==> src/rtl/ovr_pkg.sv <==
package ovr_pkg;
  localparam int unsigned THR_W = 16;
  localparam logic [THR_W-1:0] THR_DEFAULT = 16'hCCCC;
  typedef logic [THR_W-1:0] thr_t;
endpackage

==> src/rtl/ovr_rst_sync.sv <==
module ovr_rst_sync #(
  parameter int unsigned STAGES = 2
) (
  input  logic clk,
  input  logic rst_n,
  output logic rst_n_sync
);
  logic [STAGES-1:0] sync_q;
  logic [STAGES-1:0] sync_n;

  always_comb begin
    sync_n = {sync_q[STAGES-2:0], 1'b1};
  end

  always_ff @(posedge clk or negedge rst_n) begin
    if (!rst_n) sync_q <= '0;
    else        sync_q <= sync_n;
  end

  assign rst_n_sync = sync_q[STAGES-1];
endmodule

==> src/rtl/ovr_thr_reg.sv <==
module ovr_thr_reg
  import ovr_pkg::*;
#(
  parameter int unsigned ADDR_W   = 4,
  parameter int unsigned THR_ADDR = 5
) (
  input  logic              clk,
  input  logic              rst_n,
  input  logic              wr_en,
  input  logic [ADDR_W-1:0] wr_addr,
  input  thr_t              wr_data,
  output thr_t              thr_q
);
  localparam logic [ADDR_W-1:0] HIT_ADDR = ADDR_W'(THR_ADDR);

  logic hit;
  thr_t thr_n;

  always_comb begin
    hit   = wr_en && (wr_addr == HIT_ADDR);
    thr_n = thr_q;
    if (hit) thr_n = wr_data;
  end

  always_ff @(posedge clk or negedge rst_n) begin
    if (!rst_n) thr_q <= THR_DEFAULT;
    else        thr_q <= thr_n;
  end

  // addressed write lands, anything else holds the value
  p_thr_write_r2: assert property (@(posedge clk) disable iff (!rst_n)
    hit |=> (thr_q == $past(wr_data)));
  p_thr_hold_r2: assert property (@(posedge clk) disable iff (!rst_n)
    !hit |=> $stable(thr_q));
endmodule

==> src/rtl/ovr_mag_cmp.sv <==
module ovr_mag_cmp
  import ovr_pkg::*;
#(
  parameter int unsigned SAMPLE_W = 24
) (
  input  logic                clk,
  input  logic                rst_n,
  input  logic                s1_valid,
  input  logic [SAMPLE_W-1:0] s1_data,
  input  thr_t                thr,
  output logic                above
);
  localparam int unsigned MAG_W = SAMPLE_W - 1;
  localparam int unsigned LOW_W = MAG_W - THR_W;
  localparam logic [SAMPLE_W-1:0] MOST_NEG = {1'b1, {MAG_W{1'b0}}};

  logic [SAMPLE_W-1:0] mag_full;
  logic [MAG_W-1:0]    mag_sat;

  always_comb begin
    mag_full = s1_data[SAMPLE_W-1] ? (~s1_data + SAMPLE_W'(1)) : s1_data;
    mag_sat  = mag_full[SAMPLE_W-1] ? {MAG_W{1'b1}} : mag_full[MAG_W-1:0];
  end

  // Field > thr is the same as full magnitude > {thr, all ones below}
  generate
    if (LOW_W == 0) begin : g_exact
      assign above = (mag_sat > thr);
    end else begin : g_wide
      assign above = (mag_sat > {thr, {LOW_W{1'b1}}});
    end
  endgenerate

  // most negative code clamps to full-scale magnitude
  p_most_neg_r4: assert property (@(posedge clk) disable iff (!rst_n)
    (s1_valid && (s1_data == MOST_NEG) && (thr != '1)) |-> above);
  // a zero sample never exceeds any threshold
  p_zero_below_r5: assert property (@(posedge clk) disable iff (!rst_n)
    (s1_valid && (s1_data == '0)) |-> !above);
endmodule

==> src/rtl/ovr_run_cnt.sv <==
module ovr_run_cnt #(
  parameter int unsigned RUN_LIMIT = 4,
  localparam int unsigned CNT_W    = $clog2(RUN_LIMIT + 2)
) (
  input  logic             clk,
  input  logic             rst_n,
  input  logic             mod_strobe,
  input  logic             mod_over_fs,
  output logic [CNT_W-1:0] cnt_q,
  output logic             run_gt_n
);
  localparam logic [CNT_W-1:0] CNT_MAX = CNT_W'(RUN_LIMIT + 1);
  localparam logic [CNT_W-1:0] CNT_LIM = CNT_W'(RUN_LIMIT);

  logic [CNT_W-1:0] cnt_n;

  always_comb begin
    cnt_n = cnt_q;
    if (mod_strobe) begin
      if (!mod_over_fs)          cnt_n = '0;
      else if (cnt_q < CNT_MAX)  cnt_n = cnt_q + CNT_W'(1);
    end
    run_gt_n = (cnt_n > CNT_LIM);
  end

  always_ff @(posedge clk or negedge rst_n) begin
    if (!rst_n) cnt_q <= '0;
    else        cnt_q <= cnt_n;
  end

  p_cnt_clear_r8: assert property (@(posedge clk) disable iff (!rst_n)
    (mod_strobe && !mod_over_fs) |=> (cnt_q == '0));
  p_cnt_step_r7: assert property (@(posedge clk) disable iff (!rst_n)
    (mod_strobe && mod_over_fs && (cnt_q < CNT_MAX)) |=> (cnt_q == $past(cnt_q) + CNT_W'(1)));
  p_cnt_sat_r9: assert property (@(posedge clk) disable iff (!rst_n)
    cnt_q <= CNT_MAX);
  p_cnt_idle_r11: assert property (@(posedge clk) disable iff (!rst_n)
    !mod_strobe |=> $stable(cnt_q));
endmodule

==> src/rtl/ovr_fast_detect.sv <==
module ovr_fast_detect
  import ovr_pkg::*;
#(
  parameter int unsigned SAMPLE_W  = 24,
  parameter int unsigned ADDR_W    = 4,
  parameter int unsigned THR_ADDR  = 5,
  parameter int unsigned RUN_LIMIT = 4,
  localparam int unsigned CNT_W    = $clog2(RUN_LIMIT + 2)
) (
  input  logic                clk,
  input  logic                rst_n,
  input  logic [SAMPLE_W-1:0] s1_data,
  input  logic                s1_valid,
  input  logic                mod_strobe,
  input  logic                mod_over_fs,
  input  logic                wr_en,
  input  logic [ADDR_W-1:0]   wr_addr,
  input  logic [THR_W-1:0]    wr_data,
  output logic                ovr_flag
);
  localparam logic [CNT_W-1:0] CNT_LIM = CNT_W'(RUN_LIMIT);

  logic             rst_n_i;
  thr_t             thr_q;
  logic             above;
  logic [CNT_W-1:0] cnt_q;
  logic             run_gt_n;
  logic             flag_q;
  logic             flag_n;

  ovr_rst_sync #(.STAGES(2)) i_rst_sync (
    .clk        (clk),
    .rst_n      (rst_n),
    .rst_n_sync (rst_n_i)
  );

  ovr_thr_reg #(.ADDR_W(ADDR_W), .THR_ADDR(THR_ADDR)) i_thr_reg (
    .clk     (clk),
    .rst_n   (rst_n_i),
    .wr_en   (wr_en),
    .wr_addr (wr_addr),
    .wr_data (wr_data),
    .thr_q   (thr_q)
  );

  ovr_mag_cmp #(.SAMPLE_W(SAMPLE_W)) i_mag_cmp (
    .clk      (clk),
    .rst_n    (rst_n_i),
    .s1_valid (s1_valid),
    .s1_data  (s1_data),
    .thr      (thr_q),
    .above    (above)
  );

  ovr_run_cnt #(.RUN_LIMIT(RUN_LIMIT)) i_run_cnt (
    .clk         (clk),
    .rst_n       (rst_n_i),
    .mod_strobe  (mod_strobe),
    .mod_over_fs (mod_over_fs),
    .cnt_q       (cnt_q),
    .run_gt_n    (run_gt_n)
  );

  always_comb begin
    flag_n = flag_q;
    if (s1_valid) flag_n = above;
    if (run_gt_n) flag_n = 1'b1;
  end

  always_ff @(posedge clk or negedge rst_n_i) begin
    if (!rst_n_i) flag_q <= 1'b0;
    else          flag_q <= flag_n;
  end

  assign ovr_flag = flag_q;

  // a long run always shows at the flag
  p_run_flag_r7: assert property (@(posedge clk) disable iff (!rst_n_i)
    (cnt_q > CNT_LIM) |-> flag_q);
  // a sample above threshold sets the flag on the next edge
  p_above_sets_r5: assert property (@(posedge clk) disable iff (!rst_n_i)
    (s1_valid && above) |=> flag_q);
  // no stage-one sample, no clearing
  p_hold_r10: assert property (@(posedge clk) disable iff (!rst_n_i)
    (!s1_valid && flag_q) |=> flag_q);
endmodule

==> config.mk <==
export PLATFORM = sky130hd
export DESIGN_NAME = ovr_fast_detect
export DESIGN_NICKNAME = d
export VERILOG_FILES = /design/src/rtl/ovr_pkg.sv /design/src/rtl/ovr_rst_sync.sv /design/src/rtl/ovr_thr_reg.sv /design/src/rtl/ovr_mag_cmp.sv /design/src/rtl/ovr_run_cnt.sv /design/src/rtl/ovr_fast_detect.sv
export SDC_FILE = /design/constraint.sdc
export NUM_CORES = 1
export LEC_CHECK = 0
export CORE_ASPECT_RATIO = 0.75
export CORE_MARGIN = 2
export CORE_UTILIZATION = 30
export CTS_BUF_LIST = sky130_fd_sc_hd__clkbuf_8
export DETAILED_ROUTE_END_ITERATION = 8
export GPL_ROUTABILITY_DRIVEN = 0
export PLACE_DENSITY = 0.55
export REMOVE_ABC_BUFFERS = 1
export SLEW_MARGIN = 5
export SYNTH_ARGS = -nofsm -noshare
export SYNTH_HDL_FRONTEND = slang
export SYNTH_SLANG_ARGS = --single-unit
==> constraint.sdc <==
create_clock -name clk -period 0.8 [get_ports clk]
set_input_delay 0.16 -clock clk [delete_from_list [all_inputs] [get_ports clk]]
set_output_delay 0.16 -clock clk [all_outputs]
set_load 0.01 [all_outputs]
**After elaboration in Yosys (flattened, before gate mapping)**

Cells that the tools add are included.
W data, S select, Z words.

- Muxes and demuxes: 7
- Reductions and logical operators: 2
- Bitwise gates (word level): 1
- $add $sub $neg: 2
- $lt $le $gt $ge: 3
- Equality and inequality tests: 1

Operators by type and width:

| cell | count |
|---|---|
| $add A24 B1 Y24 const B | 1 |
| $mux W24 | 1 |
| $not A24 Y24 | 1 |
| $gt A23 B23 Y1 | 1 |
| $mux W23 | 1 |
| $mux W3 | 3 |
| $eq A4 B3 Y1 const B | 1 |
| $add A3 B1 Y3 const B | 1 |
| $gt A3 B3 Y1 const B | 1 |
| $lt A3 B3 Y1 const B | 1 |
| $mux W1 | 2 |
| $reduce_bool A2 Y1 | 1 |
| $logic_and A1 B1 Y1 | 1 |

- Bits of input ports: 50
- Bits in registers: 22
- Output and inout bits: 1
- Logic and storage cells: 20

**Logic depth before layout (Yosys ltp)**

Gate-level depths: netlist of the first run.

- Depth after elaboration: 7
- Gate-level depth with buffers: 14
- Gate-level depth less buffers: 13

**Hierarchy**

Synthesis of the first run repeated with hierarchy kept, for this count alone.

- Cells, all modules: 203
- Area, all modules: 1936.9 sq um

Modules (own cells, without submodules):

| module | cells an instance | area an instance (sq um) | instances | sequential area each (sq um) |
|---|---|---|---|---|
| ovr_mag_cmp | 141 | 944.7 | 1 | 0.0 |
| ovr_thr_reg | 35 | 691.9 | 1 | 410.4 |
| ovr_run_cnt | 21 | 206.4 | 1 | 75.1 |
| ovr_rst_sync | 3 | 53.8 | 1 | 50.0 |
| ovr_fast_detect | 3 | 40.0 | 1 | 25.0 |

**Least setup slack after synthesis of the first run**

No wires, ideal clock.

- Path type: input port to flip-flop
- Start: in s1_data[9]
- End: reg flag_q, in the netlist ovr_flag
- Setup time: 0.128 ns
- Arrival: 3.028 ns
- Setup slack: -2.356 ns
- Stages on the path: 12
- Path buffers: 1
- Data required time: 0.672 ns
- Cell sequence: or4_4 or4_4 buf_6 or4_4 nor2b_1 mux2i_1 ha_1 nand4_1 nor2_1 a221o_1 a211oi_1 o31ai_1

- Longest elaborated chain between the ends: 7

RTL lines:

| element | line | RTL |
|---|---|---|
| from (decl) | ovr_fast_detect.sv:12 | `input logic [SAMPLE_W-1:0] s1_data,` |
| $not A24 Y24 | ovr_mag_cmp.sv:21 | `mag_full = s1_data[SAMPLE_W-1] ? (~s1_data + SAMPLE_W'(1)) : s1_data;` |
| $add A24 B1 Y24 | ovr_mag_cmp.sv:21 |  |
| $mux W24 * | ovr_mag_cmp.sv:21 |  |
| $mux W23 * | ovr_mag_cmp.sv:22 | `mag_sat = mag_full[SAMPLE_W-1] ? {MAG_W{1'b1}} : mag_full[MAG_W-1:0];` |
| $gt A23 B23 Y1 * | ovr_mag_cmp.sv:30 | `assign above = (mag_sat > {thr, {LOW_W{1'b1}}});` |
| $mux W1 * | ovr_fast_detect.sv:66 | `if (s1_valid) flag_n = above;` |
| $mux W1 * | ovr_fast_detect.sv:67 | `if (run_gt_n) flag_n = 1'b1;` |
| to (signal assigned) | ovr_fast_detect.sv:72 | `else flag_q <= flag_n;` |
| to (decl) | ovr_fast_detect.sv:28 | `logic flag_q;` |

Every way passes the cells marked *; elsewhere a longest branch is shown, timed or not. The select of a mux whose other input is x is not followed.
A chain may end at the register's enable or synchronous reset.

**Worst setup path after layout of the first run**

- Start: in s1_data[8]
- End: reg flag_q, in the netlist ovr_flag

Same word-level chain as after synthesis.

==> summary by stage, run 1 <==
Run status
The flow ran to the end, but the final reports show violations. The checks that failed: negative setup slack.

Setup path
STA classifies the critical path startpoint as an input pin. The worst setup path is captured at a flop. Of all nets on the critical path, the largest fanout is 6. The worst path arrival time is 3.18 ns.

The critical path in this run is classified as in2reg. The required arrival time at the worst endpoint is 0.94 ns.

Yosys
After synthesis, the cell types taking the most area are sky130_fd_sc_hd__dfrtp_1, sky130_fd_sc_hd__ha_1, sky130_fd_sc_hd__dfstp_2. After synthesis the netlist holds a flip-flop and latch count of 22. The library cell with the largest summed area after synthesis is sky130_fd_sc_hd__dfrtp_1. Among all flip-flop cells after synthesis, the most frequent one is sky130_fd_sc_hd__dfrtp_1. The number of cells produced by synthesis is 235. During synthesis, Yosys emitted a total of 0 warnings. The average size of a mapped cell is 7.94 µm².

The count of flip-flops with a built-in enable after synthesis is 0. The cell area after technology mapping is 1870 µm². The unique cell type count in the Yosys netlist is 42. Of the post-synthesis cell area, the dominant cell type holds 0.188. For this run, the register share of the synthesized area comes to 0.300. The fraction of registers with async set/reset is 1.00.

Global routing
The number of global-route vias before repair is 1,910. The number of antenna violations at the first check in global routing is 0. The layer flagged by global routing as most heavily used is met2. In the global route stage, met3 resource usage came out at 0.0312. The total global-route track usage is 0.160.

The wire length of the first global-routing pass is 8.81 mm. The met1 usage in global routing is 0.245. Entering global routing, the biggest net connects 21 pins. The met2 track utilization from global routing is 0.247.

The overall overflow remaining after global route is 0.

Final layout
In the final design database the tool counted 415 nets. The antenna diode instance count is 0. The post-synthesis to final-layout area growth is 79.9%. Of the cells placed in the final design, the portion with a size suffix greater than 1 is 0.438.

Once layout is complete, the utilization of the core stands at 0.567. In the layout the commonest cells are sky130_fd_sc_hd__buf_4, sky130_fd_sc_hd__clkdlybuf4s50_1, sky130_fd_sc_hd__nand2_1. The most common library cell in the layout ignoring fill and taps is sky130_fd_sc_hd__buf_4.

Clock network
TritonCTS built the clock tree. Buffers inserted to repair hold after CTS numbered 0. The number of CTS-inserted buffers is 3.

The clock tree buffer depth is 2. Clock tree synthesis selected as its root buffer the cell sky130_fd_sc_hd__clkbuf_8. The number of H-tree branching levels is 1. The post-CTS clock slew at the launch and capture registers of the worst setup and hold paths is 0.08 ns.

The clock reaches the later pin of the worst-skew pair after 0.26 ns. The CTS sink count is 22.

Floorplanning
Measured along the y axis, the die boundary spans 72.3 µm. The number of placed I/O pins is 51. The core region is 5920 µm².

The die boundary width is 95.1 µm. The overall die area is 6870 µm². The standard-cell row count is 24. The starting utilization of the core area is 0.315.

Power
In this run the power density over the cells is 1340 nW/µm². The leakage power is 0.00150 µW. The switching power is 1490 µW. Of the total power, the clock network draws 0.152. The total design power is 4480 µW. Cell internal power was estimated by the tool at 2990 µW. IR analysis of the VDD net gives a maximum drop of 0.000787 V. The part of the power in combinational logic is 0.496. The share of total power dissipated in sequential elements is 0.352. The switching fraction of total power is 0.333.

Timing
The upper clock frequency limit is 330 MHz. The share of the clock period used by the worst path after layout is 3.79. Setup violations remaining at the end of the flow were counted as 20. Setup total negative slack on the finished layout was measured at -3.56 ns. Setup repair after global routing could not meet its margin everywhere.

The shortest clock period the worst path allows after layout is 3.03 ns. The number of slew-limit violations in the final report is 0. The setup clock skew after layout is 0.00179 ns. In the post-route analysis, the smallest setup slack over all paths is -2.23 ns.

The number of endpoints with negative hold slack in the final report is 0.

Route
For this run, design rule violations remaining after detail routing come to 0. The routed design has 5.89 mm of wire. The detail route stage leaves a number of antenna-violating nets equal to 0. The routed layout has 2,070 vias. The pre-antenna-repair detailed-routing pass consisted of 4 iterations.

The DRC marker count from the first detailed-route iteration is 61. The post-detailed-route via-to-cell ratio is 4.89. After detailed routing, the average wire length per cell comes to 13.9 µm.

Run
The max-cap check violation count is 0.

Place
Once detailed placement completed, the half-perimeter wirelength came to 4.05 mm. Timing analysis after detailed placement gives a worst setup slack of -3.12 ns. The count of port buffers added during placement is 50.

Min path
The tightest min-delay check is of the in2async type.
==> metrics by stage <==
step	std cells	area, µm²	hold WS (ns)
after floorplan	225	1820	-0.136
after global placement	408	2860	0.198
after global routing	423	3360	0.0496
after detailed placement	408	2860	0.199
final	423	3360	0.0537
after CTS	420	3100	0.0498
==> power by group through the flow <==
stage	clock network (µW)	logic (µW)	registers [µW]
detailed placement	0	1830	1550
CTS	707	1990	1540
global route	743	2490	1600
floorplan	0	867	1550
global placement	0	1800	1550
finish	684	2220	1580
==> registers in the layout, indices dropped and copies added (netlist names) <==
signal / cells
i_run_cnt.cnt_q: 3
ovr_flag: 1
i_rst_sync.sync_q: 2
i_thr_reg.thr_q: 16
==> final timing paths <==
kind                                 startpoint                   end  slack, ns  depth (start not counted)
max in group asynchronous  i_rst_sync.sync_q[1]   i_thr_reg.thr_q[14]       0.38                          1
hold reg to reg            i_rst_sync.sync_q[1]    i_thr_reg.thr_q[0]       0.20                          1
setup / recovery                     s1_data[8]              ovr_flag      -2.23                         11
setup reg to reg            i_thr_reg.thr_q[15]              ovr_flag      -1.08                          7
hold / removal                            rst_n  i_rst_sync.sync_q[1]       0.05                          1
min in group clk           i_rst_sync.sync_q[0]  i_rst_sync.sync_q[1]       0.35                          0
==> final cells by class <==
cell class | instances | area (µm²)
fillers | 530 | 2560
multi-input cells | 183 | 1500
repair buffers | 117 | 1080
flip-flops and latches | 22 | 564
well taps | 78 | 97.6
inverters | 20 | 75.1
clock buffers | 3 | 41.3
==> metal layers <==
| metal | wire [µm] | vias to the layer above |
|---|---|---|
| met2 | 2760 | 41 |
| met1 | 2890 | 970 |
| met5 | 0 | - |
| met3 | 236 | 0 |
| li1 | - | 1059 |
| met4 | 0 | 0 |
==> Yosys cell counts, drive strengths merged, types with 4 or more instances <==
cell type	n
nand2	42
o21ai	29
inv	20
ha	18
dfrtp	14
a21oi	11
xor2	11
dfstp	8
nor2	8
clkbuf	7
o31ai	7
nand4	5
o41ai	5
a21boi	4
nor2b	4
nor3	4
==> kinds of logic after synthesis <==
kind of cell / share of synthesized area
other: 0.00201
adders and majority gates: 0.121
AOI/OAI and AO/OA: 0.222
buffers and inverters: 0.0651
DFF: 0.300
and+or+nand+nor: 0.223
muxes: 0.00537
xor gates and xnor gates: 0.0610
==> timing repair <==
| action | CTS | global route |
|---|---|---|
| setup buffers | 10 | 4 |
| resized for setup | 87 | 54 |
| pin swaps | 29 | 23 |
| gates cloned | 2 | 1 |
| setup endpoints to repair | 21 | 21 |
==> worst max-delay path, stage by stage <==
cell,delay [ns]
sky130_fd_sc_hd__buf_6,0.09
sky130_fd_sc_hd__or4_4,0.53
sky130_fd_sc_hd__or4_4,0.48
sky130_fd_sc_hd__o31a_1,0.39
sky130_fd_sc_hd__o31a_1,0.35
sky130_fd_sc_hd__ha_4,0.29
sky130_fd_sc_hd__nand4_1,0.20
sky130_fd_sc_hd__nor3_2,0.24
sky130_fd_sc_hd__nand4_1,0.16
sky130_fd_sc_hd__a211oi_2,0.21
sky130_fd_sc_hd__o31ai_1,0.09
No activity file was read; power rests on OpenSTA's default activity.
==> run 2: changes to the inputs <==
Settings changed: PLACE_DENSITY 0.55 to default, PLACE_DENSITY_LB_ADDON from default to 0.12, REMOVE_ABC_BUFFERS 1 to default, SKIP_CTS_REPAIR_TIMING from default to 1.
==> summary by stage, run 2 (synthesized netlist as in run 1, its figures left out) <==
Global routing
The number of antenna violations at the first check in global routing is 0. The number of global-route vias before repair is 1,761. Across every metal layer, demand over resource in global routing totals 0.141. For this run the aggregate overflow at the end of global routing stands at 0. Entering global routing, the biggest net connects 28 pins. The wire length of the first global-routing pass is 7.82 mm.

Power
The clock network power share is 0.174. The share of total power dissipated in sequential elements is 0.331. Internal power comes to 3180 µW. The switching fraction of total power is 0.318. In this run the power spent charging and discharging nets is 1490 µW. The maximum resistive drop on vdd is 0.000740 V.

Power spread over the standard cell area amounts to 1410 nW/µm². Of the total power, combinational logic draws 0.495. The leakage power is 0.00153 µW.

Setup path
The worst path arrival time is 3.40 ns. STA classifies the critical path endpoint as a flop. STA classifies the critical path startpoint as an input pin. The required arrival time at the worst endpoint is 0.95 ns. For the worst flop-to-flop path, the logic depth is 8. The maximum fanout along the worst path is 6.

The worst setup path is of the in2reg kind.

Clock network
After clock tree synthesis, the clock-pin slew on the worst setup and hold paths is 0.08 ns. The number of CTS-inserted buffers is 3. For the worst-skew pair, the clock arrives at the later sink with an insertion delay of 0.27 ns. No sink is reached through more buffers than the 2 on the longest clock path. The clock tree from TritonCTS is built. CTS placed an instance of sky130_fd_sc_hd__clkbuf_8 at the clock tree root.

In this run the number of H-tree levels came out at 1. The CTS sink count is 22.

Place
The wire-length estimate of the detail-placed layout is 3.91 mm. Port buffering added 50 buffers. Summing all placed instances gives a cell area of 2960 µm².

Counting tap cells, the placed design contains a total of 419 instances.

Final layout
The final layout contains 423 nets. Once layout is done, the placed cells without fillers occupy 3310 µm². The most common library cell in the layout ignoring fill and taps is sky130_fd_sc_hd__buf_4. The top cell types in the final layout, fill and taps aside, are sky130_fd_sc_hd__buf_4, sky130_fd_sc_hd__clkdlybuf4s50_1, sky130_fd_sc_hd__nand2_1. i_thr_reg.thr_q holds more flip-flops than any other register.

The largest registers in the layout are i_thr_reg.thr_q x16, i_run_cnt.cnt_q x3, i_rst_sync.sync_q x2. The antenna diode instance count is 0. Once layout is complete, the cells apart from fillers number 432.

The register with the most flip-flops in the layout has 16 of them. Relative to the synthesized area, the layout overhead comes to 77.5%. The fraction of final layout cells sized beyond drive strength 1 is 0.398.

Route
The detail route stage leaves a number of antenna-violating nets equal to 0. In the routed layout, each cell is associated on average with a via count of 4.74. The total vias in the final route is 2,049.

The DRC marker count from the first detailed-route iteration is 57. The detailed-routing iteration count for the pre-antenna-repair pass is 4. The total detailed-routing wirelength is 5.24 mm.

The total DRC errors in the routed layout is 0. The average wire per cell in the routed design is 12.1 µm.

Timing
The shortest clock period the worst path allows after layout is 3.25 ns. The number of endpoints with negative hold slack in the final report is 0. The final hold slack is 0.0492 ns. Setup repair after global routing could not meet its margin everywhere. The number of slew-limit violations in the final report is 0.

The post-route worst setup slack is -2.45 ns. The upper clock frequency limit is 308 MHz. Clock skew on the completed layout was measured at 0.00701 ns.

The total setup violations reported at the end of the flow is 13. Of the available clock period, the critical path in the final layout requires 4.06. For the final routed database, the setup TNS stands at -3.74 ns.

Run
The max-cap check violation count is 0.

Run status
The final reports fail on negative setup slack. The run finished, with violations left.

Yosys
When the netlist entered floorplanning its net count stood at 303.

Floorplanning
The standard-cell row count is 24. The number of placed I/O pins is 51. The core region is 5920 µm². The die is 72.3 µm tall.

For this configuration, the core starts out at a cell density of 0.315. The overall die area is 6870 µm². In this run the horizontal extent of the chip is 95.1 µm.

Min path
The path class of the tightest hold or removal check is in2async.
run 2: path summary, 6_finish.rpt:
path / from / end / slack (ns)
setup / recovery: s1_data[10] / ovr_flag / -2.45
hold / removal: rst_n / i_rst_sync.sync_q[0] / 0.05
setup reg to reg: i_thr_reg.thr_q[11] / ovr_flag / -1.10
hold reg to reg: i_rst_sync.sync_q[1] / i_thr_reg.thr_q[4] / 0.20
max in group asynchronous: i_rst_sync.sync_q[1] / i_thr_reg.thr_q[14] / 0.39
min in group clk: i_rst_sync.sync_q[0] / i_rst_sync.sync_q[1] / 0.36
run 2: layout make-up:
| type | instances | area (µm²) |
|---|---|---|
| Fill cell | 560 | 2600 |
| Sequential cell | 22 | 561 |
| Tap cell | 78 | 97.6 |
| Inverter | 20 | 75.1 |
| Timing Repair Buffer | 125 | 1170 |
| Clock buffer | 4 | 55.1 |
| Multi-Input combinational cell | 183 | 1360 |
run 2: power groups by stage:
| stage | Clock (µW) | Combinational, µW | Sequential [µW] |
|---|---|---|---|
| after floorplan | 0 | 939 | 1550 |
| after global placement | 0 | 2010 | 1540 |
| after detailed placement | 0 | 2040 | 1540 |
| after CTS | 841 | 2060 | 1520 |
| after global routing | 881 | 2590 | 1570 |
| final | 813 | 2310 | 1550 |
run 2: worst max-delay path, stage by stage:
cell and delay, ns:
sky130_fd_sc_hd__buf_6 0.09, sky130_fd_sc_hd__or4_4 0.54, sky130_fd_sc_hd__or4_4 0.59, sky130_fd_sc_hd__or4_4 0.57, sky130_fd_sc_hd__nor2b_1 0.15, sky130_fd_sc_hd__mux2i_1 0.14, sky130_fd_sc_hd__ha_1 0.27, sky130_fd_sc_hd__nand4_1 0.14
sky130_fd_sc_hd__buf_4 0.15, sky130_fd_sc_hd__nor2_2 0.03, sky130_fd_sc_hd__a221o_1 0.31, sky130_fd_sc_hd__a211oi_2 0.17, sky130_fd_sc_hd__o31ai_1 0.10
run 2: metrics by stage:
step           total power (µW)  setup slack [ns]  utilization
2_1_floorplan              2490             -2.29            -
3_3_place_gp               3550             -2.88        0.500
3_5_place_dp               3580             -2.90        0.500
4_1_cts                    4420             -2.62        0.509
5_1_grt                    5040             -2.56        0.560
6_report                   4670             -2.45        0.560
run 2: metal layers:
metal  global-route usage  wire, µm  up-vias
met1                0.221      2710      936
met2                0.208      2340       33
met3               0.0260       170        2
met5                    0         0        -
li1                     -         -     1078
met4               0.0145        16        0
==> run 3: changes to the inputs <==
==> constraint.sdc (replaced) <==
create_clock -name clk -period 0.8 [get_ports clk]
set_input_delay 0.08 -clock clk [delete_from_list [all_inputs] [get_ports clk]]
set_output_delay 0.08 -clock clk [all_outputs]
set_load 0.01 [all_outputs]
==> summary by stage, run 3 (synthesized netlist as in run 1, its figures left out) <==
Setup path
Along the worst path, the maximum fanout reaches 6. STA puts the critical path data required time at 0.95 ns. The origin of the worst setup path is s1_data[8]. The standard cell with the maximum stage delay on the critical path is sky130_fd_sc_hd__or4_4. The startpoint of the most critical register-to-register path is i_thr_reg.thr_q[14].

The family with the most delay on the worst path is simple AND/OR/NAND/NOR gates. On the worst path, the slowest cell contributes a delay of 0.57 ns. STA classifies the critical path startpoint as an input pin. The critical path class is in2reg.

The critical path capture point type is a flop. Counting both buffers and inverters, the worst setup path holds a total of 2. Walking the worst path, the cells encountered are buf_6, or4_4, or4_4, or4_4, nor2b_4, mux2i_1, ha_1, nand4_1, buf_4, nor2_2, a221o_1, a211oi_2, o31ai_1. The worst path arrival time is 3.27 ns. The most prevalent standard cell on the critical path is sky130_fd_sc_hd__or4_4.

Final layout
Ranked by flip-flop count, first place goes to i_thr_reg.thr_q. In the final design database the tool counted 418 nets. The area used by sequential logic in the layout is 563 µm².

The number of antenna diodes in the final layout is 0. In the layout the commonest cells are sky130_fd_sc_hd__buf_4, sky130_fd_sc_hd__clkdlybuf4s50_1, sky130_fd_sc_hd__nand2_1. Once layout is complete, the cells apart from fillers number 427.

The finished cells cover 3280 µm². The largest registers in the layout are i_thr_reg.thr_q x16, i_run_cnt.cnt_q x3, i_rst_sync.sync_q x2. The flip-flop count of the largest register, all copies and words added is 16. The final core utilization is 0.555. The most common library cell in the layout ignoring fill and taps is sky130_fd_sc_hd__buf_4. The post-synthesis to final-layout area growth is 75.9%.

Counting the fill cells in the layout gives 539. The multi-input logic area is 1380 µm². The fraction of final layout cells sized beyond drive strength 1 is 0.390.

Timing
Setup repair after global routing could not meet its margin everywhere. The total setup violations reported at the end of the flow is 11. After layout, the worst setup slack is -2.32 ns. Of the available clock period, the critical path in the final layout requires 3.90. The number of endpoints with negative hold slack in the final report came to 0. The final hold slack is 0.200 ns.

The worst path in the final design needs a cycle of 3.12 ns, including I/O delays and setup. The setup clock skew after layout is 0.00363 ns. The number of slew-limit violations in the final report is 0. The upper clock frequency limit is 321 MHz.

Clock network
TritonCTS built the clock tree. The insertion delay of the later-clocked pin in the worst-skew pair is 0.27 ns. CTS saw 22 sinks. The clock tree buffer depth is 2. The buffer type at the clock tree root is sky130_fd_sc_hd__clkbuf_8. The post-CTS clock slew at the launch and capture registers of the worst setup and hold paths is 0.08 ns. The number of CTS-inserted buffers is 3. The number of H-tree branching levels is 1.

Global routing
The number of antenna violations at the first check in global routing is 0. In the global route stage, met3 resource usage came out at 0.0343. The met2 track utilization from global routing is 0.228. The total global-route track usage is 0.148.

The met1 usage in global routing is 0.219. Entering global routing, the biggest net connects 33 pins. The layer flagged by global routing as most heavily used is met2. After global routing the overflow that remains totals 0.

The number of global-route vias before repair was 1,844. The wire length of the first global-routing pass is 8.19 mm.

Floorplanning
The floorplan has 24 rows. The die outline height is 72.3 µm. The die covers 6870 µm². The number of placed I/O pins is 51. The region available for standard cell placement spans 5920 µm². In this run the horizontal extent of the chip is 95.1 µm. The initial utilization of the core area, before any placement, comes to 0.315.

Yosys
The synthesized netlist net count is 303.

Route
In the routed layout, each cell is associated on average with a via count of 4.88. The DRC marker count from the first detailed-route iteration is 86. The final route contains 2,083 vias. The total DRC errors in the routed layout is 0. The remaining antenna violation count after routing is 0. Wires add up to 5.41 mm. The average wire per cell in the routed design is 12.7 µm. Before antenna repair, the detailed router went through 4 iterations.

Min path
The kind of path behind the tightest hold check is reg2async.

Power
The switching fraction of total power is 0.323. The clock network power share is 0.174. The share of total power dissipated in sequential elements is 0.342. The share of total power dissipated in combinational logic is 0.484. In this run the static leakage power is 0.00151 µW.

The switching power is 1480 µW. The worst-case IR drop observed on VDD is 0.000757 V. The internal portion of the total power is 3110 µW.

The power density normalized to cell area is 1400 nW/µm².

Place
The area after detailed placement is 2940 µm². The count of port buffers added during placement is 50. The number of placed instances, taps included, is 417. After legalization and detailed placement, the total HPWL measured 4.07 mm.

Run status
The flow ran to the end, but the final reports show violations. The final reports fail on negative setup slack.

Run
The max-cap check violation count is 0.
==> run 3: final cells by class <==
cell class,instances,share of cell area
Clock buffer,4,0.0168
Inverter,20,0.0229
Multi-Input combinational cell,183,0.420
Sequential cell,22,0.172
Tap cell,78,0.0297
Timing Repair Buffer,120,0.339
==> run 3: metal layers <==
| metal | routed length (µm) | share of wire |
|---|---|---|
| met3 | 253 | 0.047 |
| met5 | 0 | 0 |
| met1 | 2700 | 0.50 |
| met2 | 2420 | 0.45 |
| met4 | 38 | 0.0070 |
==> run 3: final timing paths <==
| kind | endpoint | slack [ns] | depth (start not counted) |
|---|---|---|---|
| max in group asynchronous | i_rst_sync.sync_q[0] | 0.17 | 2 |
| min in group clk | i_thr_reg.thr_q[11] | 0.30 | 5 |
| max | ovr_flag | -2.32 | 13 |
| min | i_thr_reg.thr_q[5] | 0.20 | 1 |
| max reg2reg | ovr_flag | -1.13 | 8 |
| min reg2reg | i_thr_reg.thr_q[5] | 0.20 | 1 |
==> run 3: worst reg2reg max path, cell delays in order, from the launching register on <==
cell and delay, ns:
sky130_fd_sc_hd__dfstp_2 0.53, sky130_fd_sc_hd__inv_2 0.04, sky130_fd_sc_hd__ha_1 0.31, sky130_fd_sc_hd__nand4_1 0.17
sky130_fd_sc_hd__buf_4 0.18, sky130_fd_sc_hd__nor3_4 0.19, sky130_fd_sc_hd__buf_4 0.14, sky130_fd_sc_hd__a211oi_2 0.06
sky130_fd_sc_hd__o31ai_1 0.23
==> run 3: per-stage QoR <==
stage	total power, µW	setup TNS, ns	setup WS, ns
finish	4590	-3.29	-2.32
detailed placement	3500	-10.49	-2.92
CTS	4310	-5.79	-2.66
global placement	3460	-10.17	-2.79
global route	4930	-3.76	-2.41
floorplan	2450	-2.59	-2.21
==> run 3: power by group through the flow <==
stage | Sequential [µW] | Clock, µW | Combinational (µW)
2_1_floorplan | 1550 | 0 | 907
3_3_place_gp | 1530 | 0 | 1920
3_5_place_dp | 1540 | 0 | 1950
4_1_cts | 1520 | 821 | 1970
5_1_grt | 1590 | 875 | 2460
6_report | 1570 | 801 | 2220
